===== src/rtl/lvl_pkg.sv =====
package lvl_pkg;
  // Strobes from control to datapath, one cycle each.
  typedef struct packed {
    logic capture;   // latch the request address
    logic launch;    // start both level lookups
    logic loadL2;    // take the second-level line
    logic loadL3;    // take the third-level line
    logic sendHit;   // issue a data response
    logic sendMiss;  // issue a bus-miss response
    logic fromL3;    // data response sourced from third level
  } strobe_t;
endpackage


===== src/rtl/tag_level_model.sv =====
module tag_level_model #(
  parameter int ADDR_W     = 16,
  parameter int DATA_W     = 32,
  parameter int SETS       = 8,
  parameter int LOOKUP_CYC = 3
) (
  input  logic              clk,
  input  logic              rst_n,
  input  logic              launch,
  input  logic [ADDR_W-1:0] lookAddr,
  input  logic              fillEn,
  input  logic [ADDR_W-1:0] fillAddr,
  input  logic [DATA_W-1:0] fillData,
  output logic              done,
  output logic              hit,
  output logic [DATA_W-1:0] data
);
  localparam int IDX_W = $clog2(SETS);
  localparam int TAG_W = ADDR_W - IDX_W;

  logic [SETS-1:0]   lineValid;
  logic [TAG_W-1:0]  lineTag  [SETS];
  logic [DATA_W-1:0] lineData [SETS];

  logic [IDX_W-1:0]  lookIdx, fillIdx;
  logic [TAG_W-1:0]  lookTag, fillTag;
  logic              lookHit;

  logic [LOOKUP_CYC-1:0] stV, stH;
  logic [DATA_W-1:0]     stD [LOOKUP_CYC];

  assign lookIdx = lookAddr[IDX_W-1:0];
  assign lookTag = lookAddr[ADDR_W-1:IDX_W];
  assign fillIdx = fillAddr[IDX_W-1:0];
  assign fillTag = fillAddr[ADDR_W-1:IDX_W];
  assign lookHit = lineValid[lookIdx] && (lineTag[lookIdx] == lookTag);

  always_ff @(posedge clk or negedge rst_n) begin
    if (!rst_n) begin
      lineValid <= '0;
    end else if (fillEn) begin
      lineValid[fillIdx] <= 1'b1;
    end
  end

  always_ff @(posedge clk) begin
    if (fillEn) begin
      lineTag[fillIdx]  <= fillTag;
      lineData[fillIdx] <= fillData;
    end
  end

  // Lookup pipeline: result visible LOOKUP_CYC-1 cycles after the launch edge,
  // consumed at the edge closing the last lookup cycle.
  always_ff @(posedge clk or negedge rst_n) begin
    if (!rst_n) begin
      stV <= '0;
      stH <= '0;
    end else begin
      stV[0] <= launch;
      stH[0] <= lookHit;
      for (int i = 1; i < LOOKUP_CYC; i++) begin
        stV[i] <= stV[i-1];
        stH[i] <= stH[i-1];
      end
    end
  end

  always_ff @(posedge clk) begin
    stD[0] <= lineData[lookIdx];
    for (int i = 1; i < LOOKUP_CYC; i++) stD[i] <= stD[i-1];
  end

  assign done = stV[LOOKUP_CYC-1];
  assign hit  = stH[LOOKUP_CYC-1];
  assign data = stD[LOOKUP_CYC-1];
endmodule


===== src/rtl/fill_datapath.sv =====
module fill_datapath
  import lvl_pkg::*;
#(
  parameter int ADDR_W    = 16,
  parameter int DATA_W    = 32,
  parameter int SETS      = 8,
  parameter int L2_LOOKUP = 3,
  parameter int L3_EXTRA  = 1
) (
  input  logic              clk,
  input  logic              rst_n,
  input  strobe_t           strb,
  input  logic [ADDR_W-1:0] reqAddr,
  input  logic              fillValid,
  input  logic              fillLevel,
  input  logic [ADDR_W-1:0] fillAddr,
  input  logic [DATA_W-1:0] fillData,
  output logic              l2Done,
  output logic              l2Hit,
  output logic              l3Done,
  output logic              l3Hit,
  output logic              respValid,
  output logic              respMiss,
  output logic              respFromL3,
  output logic [DATA_W-1:0] respData
);
  localparam int LEVELS = 2;

  logic [ADDR_W-1:0] addrReg;
  logic [DATA_W-1:0] holdData;
  logic [LEVELS-1:0] lvDone, lvHit;
  logic [DATA_W-1:0] lvData [LEVELS];

  always_ff @(posedge clk or negedge rst_n) begin
    if (!rst_n) addrReg <= '0;
    else if (strb.capture) addrReg <= reqAddr;
  end

  for (genvar lv = 0; lv < LEVELS; lv++) begin : g_level
    tag_level_model #(
      .ADDR_W    (ADDR_W),
      .DATA_W    (DATA_W),
      .SETS      (SETS),
      .LOOKUP_CYC(L2_LOOKUP + lv * L3_EXTRA)
    ) u_tags (
      .clk     (clk),
      .rst_n   (rst_n),
      .launch  (strb.launch),
      .lookAddr(addrReg),
      .fillEn  (fillValid && (fillLevel == 1'(lv))),
      .fillAddr(fillAddr),
      .fillData(fillData),
      .done    (lvDone[lv]),
      .hit     (lvHit[lv]),
      .data    (lvData[lv])
    );
  end

  assign l2Done = lvDone[0];
  assign l2Hit  = lvHit[0];
  assign l3Done = lvDone[1];
  assign l3Hit  = lvHit[1];

  always_ff @(posedge clk or negedge rst_n) begin
    if (!rst_n) holdData <= '0;
    else if (strb.loadL2) holdData <= lvData[0];
    else if (strb.loadL3) holdData <= lvData[1];
  end

  always_ff @(posedge clk or negedge rst_n) begin
    if (!rst_n) begin
      respValid  <= 1'b0;
      respMiss   <= 1'b0;
      respFromL3 <= 1'b0;
      respData   <= '0;
    end else begin
      respValid  <= strb.sendHit || strb.sendMiss;
      respMiss   <= strb.sendMiss;
      respFromL3 <= strb.sendHit && strb.fromL3;
      respData   <= strb.sendHit ? holdData : '0;
    end
  end
endmodule


===== src/rtl/fill_control.sv =====
module fill_control
  import lvl_pkg::*;
#(
  parameter int LAT_W = 6
) (
  input  logic             clk,
  input  logic             rst_n,
  input  logic             reqValid,
  input  logic             reloadPending,
  input  logic             castoutBusy,
  input  logic [LAT_W-1:0] sramLatency,
  input  logic             l2Done,
  input  logic             l2Hit,
  input  logic             l3Done,
  input  logic             l3Hit,
  output logic             reqReady,
  output strobe_t          strb
);
  localparam int CNT_W = LAT_W + 1;

  typedef enum logic [2:0] {S_IDLE, S_ARB, S_LOOK, S_WAIT, S_FWD} state_e;

  state_e           state;
  logic             l2Missed, fwdMiss, fwdL3;
  logic [1:0]       phase;
  logic [1:0]       alignWait;
  logic [CNT_W-1:0] waitCnt, waitLoad;
  logic             arbWin;

  assign arbWin    = !(reloadPending || castoutBusy);
  // Phase after the coming edge is phase+1; cycles to reach phase 0 from there.
  assign alignWait = 2'd3 - phase;
  assign waitLoad  = CNT_W'(alignWait) + CNT_W'(sramLatency);
  assign reqReady  = (state == S_IDLE);

  always_ff @(posedge clk or negedge rst_n) begin
    if (!rst_n) phase <= '0;
    else        phase <= phase + 2'd1;
  end

  always_comb begin
    strb = '0;
    unique case (state)
      S_IDLE: strb.capture = reqValid;
      S_ARB:  strb.launch  = arbWin;
      S_LOOK: begin
        strb.loadL2 = l2Done && l2Hit;
        strb.loadL3 = l3Done && l2Missed && l3Hit;
      end
      S_FWD: begin
        strb.sendMiss = fwdMiss;
        strb.sendHit  = !fwdMiss;
        strb.fromL3   = fwdL3;
      end
      default: strb = '0;
    endcase
  end

  always_ff @(posedge clk or negedge rst_n) begin
    if (!rst_n) begin
      state    <= S_IDLE;
      l2Missed <= 1'b0;
      fwdMiss  <= 1'b0;
      fwdL3    <= 1'b0;
      waitCnt  <= '0;
    end else begin
      unique case (state)
        S_IDLE: if (reqValid) state <= S_ARB;
        S_ARB: begin
          l2Missed <= 1'b0;
          if (arbWin) state <= S_LOOK;
        end
        S_LOOK: begin
          if (l2Done) begin
            if (l2Hit) begin
              state   <= S_FWD;
              fwdMiss <= 1'b0;
              fwdL3   <= 1'b0;
            end else begin
              l2Missed <= 1'b1;
            end
          end
          if (l3Done && l2Missed) begin
            if (l3Hit) begin
              fwdMiss <= 1'b0;
              fwdL3   <= 1'b1;
              waitCnt <= waitLoad;
              state   <= (waitLoad == '0) ? S_FWD : S_WAIT;
            end else begin
              fwdMiss <= 1'b1;
              fwdL3   <= 1'b0;
              state   <= S_FWD;
            end
          end
        end
        S_WAIT: begin
          waitCnt <= waitCnt - 1'b1;
          if (waitCnt == CNT_W'(1)) state <= S_FWD;
        end
        S_FWD: state <= S_IDLE;
        default: state <= S_IDLE;
      endcase
    end
  end
endmodule


===== src/rtl/dual_level_fill_ctrl.sv =====
module dual_level_fill_ctrl
  import lvl_pkg::*;
#(
  parameter int ADDR_W    = 16,
  parameter int DATA_W    = 32,
  parameter int SETS      = 8,
  parameter int LAT_W     = 6,
  parameter int L2_LOOKUP = 3,
  parameter int L3_EXTRA  = 1
) (
  input  logic              clk,
  input  logic              rst_n,
  input  logic              reqValid,
  output logic              reqReady,
  input  logic [ADDR_W-1:0] reqAddr,
  input  logic              reloadPending,
  input  logic              castoutBusy,
  input  logic [LAT_W-1:0]  sramLatency,
  input  logic              fillValid,
  input  logic              fillLevel,
  input  logic [ADDR_W-1:0] fillAddr,
  input  logic [DATA_W-1:0] fillData,
  output logic              respValid,
  output logic              respMiss,
  output logic              respFromL3,
  output logic [DATA_W-1:0] respData
);
  strobe_t strb;
  logic    l2Done, l2Hit, l3Done, l3Hit;

  fill_control #(.LAT_W(LAT_W)) u_ctrl (
    .clk          (clk),
    .rst_n        (rst_n),
    .reqValid     (reqValid),
    .reloadPending(reloadPending),
    .castoutBusy  (castoutBusy),
    .sramLatency  (sramLatency),
    .l2Done       (l2Done),
    .l2Hit        (l2Hit),
    .l3Done       (l3Done),
    .l3Hit        (l3Hit),
    .reqReady     (reqReady),
    .strb         (strb)
  );

  fill_datapath #(
    .ADDR_W   (ADDR_W),
    .DATA_W   (DATA_W),
    .SETS     (SETS),
    .L2_LOOKUP(L2_LOOKUP),
    .L3_EXTRA (L3_EXTRA)
  ) u_dp (
    .clk       (clk),
    .rst_n     (rst_n),
    .strb      (strb),
    .reqAddr   (reqAddr),
    .fillValid (fillValid),
    .fillLevel (fillLevel),
    .fillAddr  (fillAddr),
    .fillData  (fillData),
    .l2Done    (l2Done),
    .l2Hit     (l2Hit),
    .l3Done    (l3Done),
    .l3Hit     (l3Hit),
    .respValid (respValid),
    .respMiss  (respMiss),
    .respFromL3(respFromL3),
    .respData  (respData)
  );
endmodule


===== config.mk =====
export PLATFORM = sky130hd
export DESIGN_NAME = dual_level_fill_ctrl
export DESIGN_NICKNAME = d
export VERILOG_FILES = /design/src/rtl/lvl_pkg.sv /design/src/rtl/tag_level_model.sv /design/src/rtl/fill_datapath.sv /design/src/rtl/fill_control.sv /design/src/rtl/dual_level_fill_ctrl.sv
export SDC_FILE = /design/constraint.sdc
export NUM_CORES = 1
export LEC_CHECK = 0
export BUFFER_PORTS_ARGS = -buffer_cell sky130_fd_sc_hd__buf_2
export CAP_MARGIN = 20
export CELL_PAD_IN_SITES_DETAIL_PLACEMENT = 1
export CELL_PAD_IN_SITES_GLOBAL_PLACEMENT = 1
export CORE_MARGIN = 1
export CORE_UTILIZATION = 45
export DETAILED_ROUTE_END_ITERATION = 8
export PLACE_DENSITY_LB_ADDON = 0.1
export SYNTH_ARGS = -nofsm -noshare
export SYNTH_HDL_FRONTEND = slang
export SYNTH_HIERARCHICAL = 1
export SYNTH_SLANG_ARGS = --single-unit

===== constraint.sdc =====
create_clock -name clk -period 5 [get_ports clk]
set_input_delay 1.25 -clock clk [delete_from_list [all_inputs] [get_ports clk]]
set_output_delay 1.25 -clock clk [all_outputs]
set_load 0.01 [all_outputs]

==> Implementation_results.wiki <==
{| class="wikitable"
! Metric !! Value
|-
| Starting density of the core || 45.6%
|-
| P per Cell Area || between 500 and 600 nW/um^2
|-
| Count of warnings emitted by yosys || 6
|-
| Cell count after synthesis || 1807
|-
| Hold Vio Cnt, Final || 0
|-
| Startpoint Class || register
|-
| Number of routed nets with antenna violations || 0
|-
| Post-Syn Area per Cell || 20.8 sq um
|-
| CP Data Required Time || 5.57 ns
|-
| Final net count || 2039
|-
| Half-perimeter wire length of the detailed placement result || between 40 and 50 mm
|-
| Int Power || 17600 uW
|-
| Gates resized, CTS repair || 0
|-
| Arrival time at the worst endpoint || 3.43 ns
|-
| Switching fraction of total power || 24.9%
|-
| Maximum number of pins on one net before global-route repair || 87
|-
| Cell total after placement || 2915
|-
| Synth-to-layout area growth || 14.1%
|-
| Count of max-cap constraint violations || 0
|-
| Number of standard-cell rows in the floorplan || 105
|-
| Setup repair after global routing missed its margin || no
|-
| Post-route minimum period || 2.86 ns
|-
| Maximum level of the CTS H-tree || 3
|-
| Count of hold buffers inserted by post-cts repair || 0
|-
| IO Count || 113
|-
| Via count of the first global-routing pass || 18490
|-
| CTS root buffer || sky130_fd_sc_hd__clkbuf_16
|-
| Highest fanout seen on the critical path || 82
|-
| Number of cells on the worst hold path || 0
|-
| Share of the core filled with cells || 52.0%
|-
| Max Slew Vio Count || 0
|-
| Remaining routing DRC violations || 0
|-
| Clock latency of the later-clocked register in the worst-skew pair || 0.66 ns
|-
| Router iterations before antenna repair || 7
|-
| Lkg Pwr || 0.0150 uW
|-
| Fraction of power consumed by sequential logic || 48.6%
|-
| Max clock buf depth || 3
|-
| Syn Std Cell Area || roughly 38000 sq um
|-
| Number of clock sinks || 1072
|-
| Share of power burned in combinational logic || 17.3%
|-
| Vias post-DR || approximately 17000
|-
| Mean routed wirelength per cell || 24.5 um
|-
| Most used standard cell by instance count after synthesis || sky130_fd_sc_hd__edfxtp_1
|-
| Total detailed-routing wirelength || 76.5 mm
|-
| Post-CTS clock slew at the launch and capture registers of the worst setup and hold paths || 0.06 ns
|-
| Number of vias per cell || 5.31
|-
| Die width || 291 um
|-
| Total die area || ~85000 sq um
|-
| Global placer's final weighted congestion || 0.713
|-
| Top cells by instance count after synthesis || 720 x sky130_fd_sc_hd__edfxtp_1, 224 x sky130_fd_sc_hd__dfxtp_1, 166 x sky130_fd_sc_hd__mux4_2
|-
| Top flip-flop cell by instance count after synthesis || sky130_fd_sc_hd__edfxtp_1
|-
| Number of antenna violations at the first check in global routing || 7
|-
| Reported net switching power || 5850 uW
|-
| Overall Global Routing Usage || 18.6%
|-
| Async set-or-reset flop fraction in the synthesized netlist || 11.9%
|-
| Aggregate negative setup slack || 0 ns
|-
| Ranking of synthesized cells by area || sky130_fd_sc_hd__edfxtp_1 58%, sky130_fd_sc_hd__dfxtp_1 12%, sky130_fd_sc_hd__mux4_2 10%
|-
| Fraction of layout cells with a size suffix above 1 || 29.9%
|-
| Transition time at the pin with the least slew margin || between 1 and 1.5 ns
|-
| Initial drt markers || around 920
|-
| Fin crit share || around 57%
|-
| Category of the worst setup path capture point || register
|-
| Number of unique standard cell types used by synthesis || 60
|-
| Worst hold path type || register to register
|-
| Max Freq || approximately 350 MHz
|-
| Number of port buffers || about 110
|-
| Final std cells w/o fill || 3122
|-
| Library cell occupying the most area in the post-synthesis netlist || sky130_fd_sc_hd__edfxtp_1
|-
| Critical path start-end classification || register to register
|-
| Number of setup violations in the final report || 0
|-
| First-pass GRT wire length || 117 mm
|-
| Post-synthesis net count || 1889
|-
| Number of CTS-inserted buffers || 109
|-
| Post-synthesis sequential element count || 1072
|-
| Largest clock skew in the final design || 0.0182 ns
|-
| Number of enable-type register cells in the synthesized netlist || roughly 700
|-
| Clock tree from TritonCTS || built
|-
| Proportion of netlist area held by the largest area contributor || 57.6%
|-
| Worst vdd rail ir drop || between 300 and 400 uV
|-
| Status || complete, no violations
|-
| Sequential cell area fraction in the yosys report || 78.1%
|-
| Worst Reg2Reg Path Length in Cells || 6
|-
| Clock network fraction of total power || about a third
|-
| Core Footprint || roughly 80000 sq um
|-
| Global route total overflow || 0
|-
| Relative max-transition margin || 30.6%
|-
| DIE HEIGHT || 291 um
|-
| Post-CTS repair timing setup buffer count || 0
|}
[cell usage in the layout, fill, tap and decap left out, types with 5 or more instances in the layout]
cell,synthesis,layout
sky130_fd_sc_hd__dfxtp_1,224,224
sky130_fd_sc_hd__buf_2,38,111
sky130_fd_sc_hd__nor2_1,22,9
sky130_fd_sc_hd__mux4_2,166,166
sky130_fd_sc_hd__nand3_1,6,6
sky130_fd_sc_hd__clkbuf_8,0,21
sky130_fd_sc_hd__nor2_4,0,13
sky130_fd_sc_hd__o21ai_0,7,7
sky130_fd_sc_hd__clkbuf_1,15,28
sky130_fd_sc_hd__edfxtp_1,720,720
sky130_fd_sc_hd__clkinv_1,0,7
sky130_fd_sc_hd__nor2b_1,6,5
sky130_fd_sc_hd__o21ai_1,28,28
sky130_fd_sc_hd__clkinv_2,1,23
sky130_fd_sc_hd__a21oi_1,11,11
sky130_fd_sc_hd__and2_1,38,38
sky130_fd_sc_hd__buf_12,5,8
sky130_fd_sc_hd__nand2b_1,12,12
sky130_fd_sc_hd__mux2_2,75,75
sky130_fd_sc_hd__dfrtp_1,128,125
sky130_fd_sc_hd__xor2_1,26,26
sky130_fd_sc_hd__or2_2,17,17
sky130_fd_sc_hd__buf_4,33,24
sky130_fd_sc_hd__inv_1,8,8
sky130_fd_sc_hd__nand2_1,48,48
sky130_fd_sc_hd__mux4_1,7,7
sky130_fd_sc_hd__nand4_1,5,5
sky130_fd_sc_hd__bufinv_16,0,5
sky130_fd_sc_hd__mux2i_1,78,78
sky130_fd_sc_hd__clkbuf_16,0,112
sky130_fd_sc_hd__mux2_4,10,10
[power by group through the flow]
stage	clock [uW]	combinational, uW	sequential, uW
6_report	8000	4060	11400
5_1_grt	8550	4400	11600
4_1_cts	8240	4070	11500
3_5_place_dp	0	4050	11700
3_3_place_gp	0	4030	11700
2_1_floorplan	0	3600	11100
[flip-flops by register name, indices dropped and copies added (netlist names), 3 cells and up]
signal                         count
u_dp/g_level.u_tags/lineData     512
u_dp/g_level.u_tags/stD          224
u_dp/g_level.u_tags/lineTag      208
u_dp/holdData                     32
u_dp/respData                     32
u_dp/addrReg                      16
u_dp/g_level.u_tags/lineValid     16
u_ctrl/waitCnt                     7
u_dp/g_level.u_tags/stH            7
u_dp/g_level.u_tags/stV            7
u_ctrl/state                       3
[kinds of logic (layout without fill, tap and decap cells)]
logic type / Yosys count / in the layout / synth area share (%)
buffers and inverters: 115 / 359 / 2.11
AOI/OAI and AO/OA: 69 / 69 / 1.14
muxes: 336 / 336 / 15.2
adders and majority gates: 5 / 5 / 0.187
DFF: 1072 / 1072 / 78.1
and+or+nand+nor: 180 / 180 / 2.60
xor gates and xnor gates: 30 / 30 / 0.700
other: 0 / 1 / 0
[per-layer routing]
layer	vias to the layer above	track usage (%)	routed length, um
met5	-	0	13
met4	2	4.27	1340
met3	99	2.99	2630
met2	305	30.8	37700
met1	8841	26.0	34900
li1	7324	-	-
[worst max-delay path, stage by stage (launching register included)]
cell and delay, ns:
sky130_fd_sc_hd__dfrtp_4 0.99, sky130_fd_sc_hd__buf_12 0.53, sky130_fd_sc_hd__mux4_1 0.37, sky130_fd_sc_hd__mux2i_1 0.25
sky130_fd_sc_hd__xor2_1 0.18, sky130_fd_sc_hd__o2111ai_1 0.14, sky130_fd_sc_hd__nor4_2 0.25
[through the flow]
step | area, sq um | hold slack (ns) | setup WS, ns | power (uW)
2_1_floorplan | 37600 | 0.310 | 1.09 | 14700
3_3_place_gp | 39200 | 0.310 | 1.61 | 15700
3_5_place_dp | 39200 | 0.313 | 1.55 | 15800
4_1_cts | 42800 | 0.324 | 1.92 | 23800
5_1_grt | 42800 | 0.330 | 1.91 | 24500
6_report | 42800 | 0.319 | 2.14 | 23500
[path summary, 6_finish.rpt]
kind | from | to | slack (ns)
setup / recovery | u_dp/addrReg[1] | u_dp/g_level[1].u_tags/stH[0] | 2.14
hold / removal | u_dp/g_level[0].u_tags/stD[0][6] | u_dp/g_level[0].u_tags/stD[0][38] | 0.32
setup reg to reg | u_dp/addrReg[1] | u_dp/g_level[1].u_tags/stH[0] | 2.14
hold reg to reg | u_dp/g_level[0].u_tags/stD[0][6] | u_dp/g_level[0].u_tags/stD[0][38] | 0.32
max in group asynchronous | rst_n | u_dp/holdData[13] | 3.29
min in group asynchronous | rst_n | u_dp/respData[24] | 0.70
[layout make-up]
cell class                      instances  area, sq um
Fill cell                            7189        39500
Sequential cell                      1072        29300
Multi-Input combinational cell        620         7580
Clock buffer                          161         3200
Tap cell                             1070         1340
Timing Repair Buffer                  145          935
Clock inverter                         44          412
Inverter                                9         35.0
Antenna cell                            1         2.50
(Power assumes the default switching activity.)
